File: src/rtl/trig_irq_pkg.sv
package trig_irq_pkg;
  // register groups on the host bus; offsets are decoded by trig_irq_regs
  typedef enum logic [1:0] {
    RA_MODE_LO = 2'd0,
    RA_MODE_HI = 2'd1,
    RA_MASK_LO = 2'd2,
    RA_MASK_HI = 2'd3
  } reg_addr_e;

  localparam logic [15:0] DEFAULT_EDGE_ONLY = 16'h2107;
endpackage

File: src/rtl/trig_irq_sync.sv
module trig_irq_sync #(
  parameter int N      = 16,
  parameter int STAGES = 2
) (
  input  logic         clk,
  input  logic         rst,
  input  logic [N-1:0] raw,
  output logic [N-1:0] synced
);
  logic [N-1:0] stg [STAGES];

  always_ff @(posedge clk) begin
    if (rst) stg[0] <= '0;
    else     stg[0] <= raw;
  end

  for (genvar s = 1; s < STAGES; s++) begin : g_stage
    always_ff @(posedge clk) begin
      if (rst) stg[s] <= '0;
      else     stg[s] <= stg[s-1];
    end
  end

  assign synced = stg[STAGES-1];
endmodule

File: src/rtl/trig_irq_regs.sv
module trig_irq_regs #(
  parameter int              N         = 16,
  parameter int              W         = 8,
  parameter logic [N-1:0]    EDGE_ONLY = trig_irq_pkg::DEFAULT_EDGE_ONLY,
  localparam int             NB        = N / W,
  localparam int             AW        = $clog2(2 * NB)
) (
  input  logic          clk,
  input  logic          rst,
  input  logic          bus_valid,
  input  logic          bus_we,
  input  logic [AW-1:0] bus_addr,
  input  logic [W-1:0]  bus_wdata,
  output logic [W-1:0]  bus_rdata,
  output logic [N-1:0]  mode,
  output logic [N-1:0]  mask
);
  logic [N-1:0]   mode_q, mask_q;
  logic [2*N-1:0] all_regs;

  for (genvar b = 0; b < NB; b++) begin : g_byte
    always_ff @(posedge clk) begin
      if (rst) begin
        mode_q[b*W +: W] <= '0;
        mask_q[b*W +: W] <= '1;
      end else if (bus_valid && bus_we) begin
        if (bus_addr == AW'(b))
          mode_q[b*W +: W] <= bus_wdata & ~EDGE_ONLY[b*W +: W];
        if (bus_addr == AW'(NB + b))
          mask_q[b*W +: W] <= bus_wdata;
      end
    end
  end

  assign all_regs = {mask_q, mode_q};

  always_ff @(posedge clk) begin
    if (rst)                       bus_rdata <= '0;
    else if (bus_valid && !bus_we) bus_rdata <= all_regs[int'(bus_addr)*W +: W];
  end

  assign mode = mode_q;
  assign mask = mask_q;


  forced_edge_chk: assert property (@(posedge clk) disable iff (rst)
    (mode_q & EDGE_ONLY) == '0);


  reset_mask_chk: assert property (@(posedge clk)
    rst |=> (mask_q == '1 && mode_q == '0));
endmodule

File: src/rtl/trig_irq_core.sv
module trig_irq_core #(
  parameter int  N  = 16,
  localparam int IW = $clog2(N)
) (
  input  logic          clk,
  input  logic          rst,
  input  logic [N-1:0]  sync_in,
  input  logic [N-1:0]  mode,
  input  logic [N-1:0]  mask,
  input  logic          ack_valid,
  input  logic [IW-1:0] ack_idx,
  input  logic          reinit,
  output logic          irq_out,
  output logic          pend_valid,
  output logic [IW-1:0] pend_idx
);
  logic [N-1:0] prev_q;     // edge reference, held low while a line is level
  logic [N-1:0] edge_lat;
  logic [N-1:0] ack_hot, rise, req, eff;
  logic [IW-1:0] win;

  always_comb begin
    ack_hot = '0;
    if (ack_valid) ack_hot[ack_idx] = 1'b1;
  end

  assign rise = sync_in & ~prev_q & ~mode;
  assign req  = edge_lat | (mode & sync_in);
  assign eff  = req & ~mask;

  always_comb begin
    win = '0;
    for (int i = N - 1; i >= 0; i--)
      if (eff[i]) win = IW'(i);
  end

  always_ff @(posedge clk) begin
    if (rst) begin
      prev_q     <= '0;
      edge_lat   <= '0;
      irq_out    <= 1'b0;
      pend_valid <= 1'b0;
      pend_idx   <= '0;
    end else begin
      prev_q     <= sync_in & ~mode;
      edge_lat   <= reinit ? '0 : (((edge_lat & ~ack_hot) | rise) & ~mode);
      irq_out    <= |eff;
      pend_valid <= |eff;
      pend_idx   <= win;
    end
  end


  reinit_clear_chk: assert property (@(posedge clk) disable iff (rst)
    reinit |=> (edge_lat == '0));


  edge_hold_chk: assert property (@(posedge clk) disable iff (rst)
    (!reinit && !ack_valid && mode == '0) |=> ((edge_lat & $past(edge_lat)) == $past(edge_lat)));


  pend_irq_agree_chk: assert property (@(posedge clk) disable iff (rst)
    irq_out == pend_valid);


  idx_unmasked_chk: assert property (@(posedge clk) disable iff (rst)
    (pend_valid && $stable(mask)) |-> !mask[pend_idx]);
endmodule

File: src/rtl/trig_irq_capture.sv
module trig_irq_capture #(
  parameter int           N           = 16,
  parameter int           W           = 8,
  parameter int           SYNC_STAGES = 2,
  parameter logic [N-1:0] EDGE_ONLY   = trig_irq_pkg::DEFAULT_EDGE_ONLY,
  localparam int          AW          = $clog2(2 * (N / W)),
  localparam int          IW          = $clog2(N)
) (
  input  logic          clk,
  input  logic          rst,
  input  logic [N-1:0]  irq_in,
  input  logic          bus_valid,
  input  logic          bus_we,
  input  logic [AW-1:0] bus_addr,
  input  logic [W-1:0]  bus_wdata,
  output logic [W-1:0]  bus_rdata,
  input  logic          ack_valid,
  input  logic [IW-1:0] ack_idx,
  input  logic          reinit,
  output logic          irq_out,
  output logic          pend_valid,
  output logic [IW-1:0] pend_idx
);
  logic [N-1:0] synced, mode, mask;

  trig_irq_sync #(.N(N), .STAGES(SYNC_STAGES)) u_sync (
    .clk(clk), .rst(rst), .raw(irq_in), .synced(synced)
  );

  trig_irq_regs #(.N(N), .W(W), .EDGE_ONLY(EDGE_ONLY)) u_regs (
    .clk(clk), .rst(rst), .bus_valid(bus_valid), .bus_we(bus_we),
    .bus_addr(bus_addr), .bus_wdata(bus_wdata), .bus_rdata(bus_rdata),
    .mode(mode), .mask(mask)
  );

  trig_irq_core #(.N(N)) u_core (
    .clk(clk), .rst(rst), .sync_in(synced), .mode(mode), .mask(mask),
    .ack_valid(ack_valid), .ack_idx(ack_idx), .reinit(reinit),
    .irq_out(irq_out), .pend_valid(pend_valid), .pend_idx(pend_idx)
  );
endmodule

File: config.mk
export PLATFORM = sky130hd
export DESIGN_NAME = trig_irq_capture
export DESIGN_NICKNAME = d
export VERILOG_FILES = /design/src/rtl/trig_irq_pkg.sv /design/src/rtl/trig_irq_sync.sv /design/src/rtl/trig_irq_regs.sv /design/src/rtl/trig_irq_core.sv /design/src/rtl/trig_irq_capture.sv
export SDC_FILE = /design/constraint.sdc
export NUM_CORES = 1
export LEC_CHECK = 0
export BUFFER_PORTS_ARGS = -buffer_cell sky130_fd_sc_hd__buf_2
export CAP_MARGIN = 20
export CORE_MARGIN = 5
export CORE_UTILIZATION = 45
export DETAILED_ROUTE_END_ITERATION = 8
export GPL_ROUTABILITY_DRIVEN = 0
export GPL_TIMING_DRIVEN = 0
export PLACE_DENSITY = 0.65
export SYNTH_ARGS = -nofsm -noshare
export SYNTH_HDL_FRONTEND = slang
export SYNTH_SLANG_ARGS = --single-unit
File: constraint.sdc
create_clock -name clk -period 3.7 [get_ports clk]
set_clock_uncertainty 0.05 [all_clocks]
set_input_delay 0.37 -clock clk [delete_from_list [all_inputs] [get_ports clk]]
set_output_delay 0.37 -clock clk [all_outputs]
set_load 0.005 [all_outputs]
==> run_summary.xml <==
<?xml version="1.0" encoding="UTF-8"?>
<metrics>
  <group name="floorplan">
    <metric name="placeableCoreArea" unit="um2">8720</metric>
    <metric name="design.die.area" unit="um2">10900</metric>
    <metric name="die_h" unit="um">104</metric>
    <metric name="die_width" unit="um">104</metric>
    <metric name="row_count" unit="">34</metric>
    <metric name="boundaryPins" unit="">50</metric>
    <metric name="initial_utilization" unit="">0.460</metric>
  </group>
  <group name="flow_run">
    <metric name="cap_violations" unit="">0</metric>
  </group>
  <group name="finish">
    <metric name="syn2layout_area_growth" unit="%">14.0</metric>
    <metric name="layout.cells.most_common_list" unit="">104 x sky130_fd_sc_hd__dfxtp_1, 52 x sky130_fd_sc_hd__buf_2, 43 x sky130_fd_sc_hd__nor2b_1</metric>
    <metric name="ratio_of_cells_with_drive_above_1_in_the_final_layout" unit="">0.206</metric>
    <metric name="post-route-util" unit="">0.524</metric>
    <metric name="area_used_by_multi_input_combinational_logic" unit="um2">1830</metric>
    <metric name="fin_nets" unit="">494</metric>
    <metric name="antennaDiodeCount" unit="">0</metric>
    <metric name="final-seq-area" unit="um2">2080</metric>
    <metric name="layout_commonest_cell" unit="">sky130_fd_sc_hd__dfxtp_1</metric>
    <metric name="fillers" unit="">807</metric>
  </group>
  <group name="power_and_ir_drop">
    <metric name="share_clk_of_total_power" unit="">0.326</metric>
    <metric name="power_density" unit="nW/um2">434</metric>
    <metric name="seqPwrFrac" unit="">0.597</metric>
    <metric name="power.combinational.fraction" unit="">0.077</metric>
    <metric name="power.switching_fraction" unit="">0.252</metric>
    <metric name="power_report.internal_total" unit="W">0.00148</metric>
    <metric name="ir_worst_vdd" unit="uV">267</metric>
    <metric name="total_leakage_power" unit="nW">1.82</metric>
    <metric name="net-switching-power" unit="W">0.000499</metric>
  </group>
  <group name="setup_path">
    <metric name="critical_path.cell_chain" unit="">a21oi_1 &gt; o22ai_1 &gt; nor4_2 &gt; a41oi_1</metric>
    <metric name="rr_endpoint" unit="">u_core.irq_out</metric>
    <metric name="startpoint_type" unit="">register</metric>
    <metric name="critical_path_class" unit="">reg -&gt; reg</metric>
    <metric name="worstRegToRegCells" unit="">4</metric>
    <metric name="timing.critical_path.to_type" unit="">register</metric>
    <metric name="worst_reg2reg_startpoint" unit="">u_regs.mode[11]</metric>
    <metric name="timing.reg2reg.setup_slack" unit="ps">2130</metric>
    <metric name="crit_path_max_incr_delay" unit="ps">380</metric>
    <metric name="cp.required" unit="ps">3860</metric>
    <metric name="path_max_fanout" unit="">5</metric>
    <metric name="timing.critical_path.slowest_stage_cell" unit="">sky130_fd_sc_hd__dfxtp_1</metric>
    <metric name="timing.critical_path.arrival" unit="ps">1740</metric>
  </group>
  <group name="global_routing">
    <metric name="grt_start_max_net_pins" unit="">19</metric>
    <metric name="grt_pass1_vias" unit="">2830</metric>
    <metric name="global_route.usage.total" unit="">0.163</metric>
    <metric name="globalRouteOverflowTotal" unit="">0</metric>
    <metric name="antenna_found_initial" unit="">0</metric>
    <metric name="grt_pass1_wl" unit="um">14300</metric>
  </group>
  <group name="sta">
    <metric name="finalCriticalPeriod" unit="ps">1570</metric>
    <metric name="fin_tns_setup" unit="ps">0</metric>
    <metric name="max_slew_margin" unit="">0.602</metric>
    <metric name="maximum_achievable_frequency" unit="MHz">635</metric>
    <metric name="drv_slew" unit="">0</metric>
    <metric name="setup_viol" unit="">0</metric>
    <metric name="grt_setup_unrepaired" unit="">false</metric>
    <metric name="worst-slew-pin-transition" unit="ps">597</metric>
    <metric name="final_min_period_over_clock_period" unit="">0.426</metric>
    <metric name="timing_hold_violations_final" unit="">0</metric>
  </group>
  <group name="cts">
    <metric name="clk_path_buf_depth" unit="">2</metric>
    <metric name="numClockSinks" unit="">104</metric>
    <metric name="worst_setup_hold_path_clk_slew" unit="ps">100</metric>
    <metric name="cts_repair_resize_count" unit="">0</metric>
    <metric name="total_setup_buffers_inserted_after_cts" unit="">0</metric>
    <metric name="cts_hold_repair.buffers" unit="">0</metric>
    <metric name="insertion_delay" unit="ps">360</metric>
    <metric name="cts_made_buffers" unit="">9</metric>
    <metric name="cts_root_buf" unit="">sky130_fd_sc_hd__clkbuf_8</metric>
    <metric name="cts_tree" unit="">done</metric>
    <metric name="cts.htree.levels" unit="">3</metric>
  </group>
  <group name="hold_path">
    <metric name="whs_path_depth" unit="">2</metric>
    <metric name="min_to" unit="">u_sync.stg[0][14]</metric>
    <metric name="min-delay-path-class" unit="">in -&gt; reg</metric>
    <metric name="min_from" unit="">irq_in[14]</metric>
  </group>
  <group name="detailed_routing">
    <metric name="drt-total-wl" unit="um">8870</metric>
    <metric name="number_of_vias_in_the_routed_layout" unit="">2962</metric>
    <metric name="drtAntennaViolNets" unit="">0</metric>
    <metric name="detail_route.vias_per_cell" unit="">5.20</metric>
    <metric name="drtIter0Drc" unit="">111</metric>
    <metric name="drt_pass1_iterations" unit="">4</metric>
    <metric name="residual_drc" unit="">0</metric>
    <metric name="wire_per_inst" unit="um">15.6</metric>
  </group>
  <group name="logic_synthesis">
    <metric name="synth_fp_nets" unit="">434</metric>
    <metric name="ys_seq_elements" unit="">104</metric>
    <metric name="syn_inst" unit="">398</metric>
    <metric name="postSynthAreaPerCell" unit="um2">10.1</metric>
    <metric name="synth.cell_area" unit="um2">4010</metric>
    <metric name="synth_async_sr_flop_share" unit="">0</metric>
    <metric name="synth_cell_types" unit="">53</metric>
    <metric name="synth_area_leader_cell" unit="">sky130_fd_sc_hd__dfxtp_1</metric>
    <metric name="synth_area_leaders" unit="">sky130_fd_sc_hd__dfxtp_1 52%, sky130_fd_sc_hd__nor2b_1 6.7%, sky130_fd_sc_hd__nand2_1 3.8%</metric>
    <metric name="register_area_share_after_synthesis" unit="">0.520</metric>
    <metric name="number_of_enable_type_register_cells_in_the_synthesized_netlist" unit="">0</metric>
    <metric name="synth_top_area_share" unit="">0.520</metric>
    <metric name="synthFlopType" unit="">sky130_fd_sc_hd__dfxtp_1</metric>
    <metric name="synth-warning-count" unit="">0</metric>
  </group>
  <group name="placed_design">
    <metric name="buffer_ports.inserted" unit="">49</metric>
    <metric name="detailed_place_hpwl" unit="um">6780</metric>
  </group>
  <group name="run_status">
    <metric name="outcome" unit="">finished, final reports clean</metric>
  </group>
</metrics>
-- metal layers --
metal  share of wire  routed length (um)  track usage  vias up
met5               0                   0            0        -
met4           0.014                 121       0.0453        0
met3           0.044                 388       0.0360       13
met2            0.48                4210        0.276       67
met1            0.47                4140        0.208     1378
li1                -                   -            -     1504
-- metrics by stage --
stage                     setup WS (ps)  instances  cell area [um2]  power (W)  hold WS (ps)
after floorplan                    2410        398             4010    0.00130           364
after global placement             2040        555             4390    0.00136           366
after detailed placement           2050        555             4390    0.00136           370
after CTS                          2150        570             4570    0.00200           145
after global routing               2030        570             4570    0.00206           150
final                              2130        570             4570    0.00198           158
-- flip-flops by register name, summed over array words and instances, names as in the netlist --
register	cells
u_core.edge_lat	16
u_core.irq_out	1
u_core.pend_idx	4
u_core.prev_q	16
u_regs.bus_rdata	8
u_regs.mask	16
u_regs.mode	11
u_sync.stg	32
-- power by group through the flow --
stage | Sequential, W | Clock [W] | Combinational [W]
finish | 0.00118 | 0.000646 | 0.000153
CTS | 0.00118 | 0.000663 | 0.000155
global placement | 0.00121 | 0 | 0.000152
global route | 0.00119 | 0.000705 | 0.000170
floorplan | 0.00120 | 0 | 0.0000957
detailed placement | 0.00121 | 0 | 0.000155
-- how the worst max path moves through the flow --
| stage | start | endpoint | slack (ps) | cells past startpoint |
|---|---|---|---|---|
| floorplan | bus_addr[1] | u_regs.bus_rdata[1] | 2410 | 4 |
| global placement | bus_addr[1] | u_regs.mask[4] | 2040 | 5 |
| detailed placement | bus_addr[1] | u_regs.mask[2] | 2050 | 5 |
| CTS | u_regs.mode[11] | u_core.irq_out | 2150 | 4 |
| global route | u_regs.mode[11] | u_core.irq_out | 2030 | 4 |
| finish | u_regs.mode[11] | u_core.irq_out | 2130 | 4 |
-- layout make-up --
| cell class | count | share of cell area |
|---|---|---|
| sequential | 104 | 0.456 |
| timing repair buffer | 49 | 0.0537 |
| clock inverter | 6 | 0.0121 |
| multi-input combinational | 273 | 0.400 |
| buffer | 16 | 0.0175 |
| tap | 108 | 0.0296 |
| clock buffer | 9 | 0.0271 |
| inverter | 5 | 0.00411 |
-- logic make-up (layout without fill, tap and decap cells) --
group / Yosys count / after routing / share of synthesized area
AO/OA/AOI/OAI: 79 / 79 / 0.140
buffers and inverters: 21 / 85 / 0.0247
multiplexers: 19 / 19 / 0.0637
flip-flops: 104 / 104 / 0.520
AND/OR/NAND/NOR: 175 / 175 / 0.252
-- cell usage after synthesis (all sizes together) (3+ instances only) --
master / instances
nand3: 4
nand2b: 20
dfxtp: 104
nor2b: 43
mux2: 3
o22ai: 3
a21oi: 19
inv: 5
nor3b: 12
nand2: 42
o21ai: 19
a211oi: 14
clkbuf: 7
nor3: 4
a21o: 3
mux2i: 12
or2: 5
buf: 9
nand3b: 16
nor2: 22
o211ai: 3
mux4: 4
-- critical path, delay by kind of cell, from the launching register on --
family | cells | cell delay [ps]
compound gates | 3 | 670
flops | 1 | 380
simple gates | 1 | 340
Power figures use the tool's default switching activity.
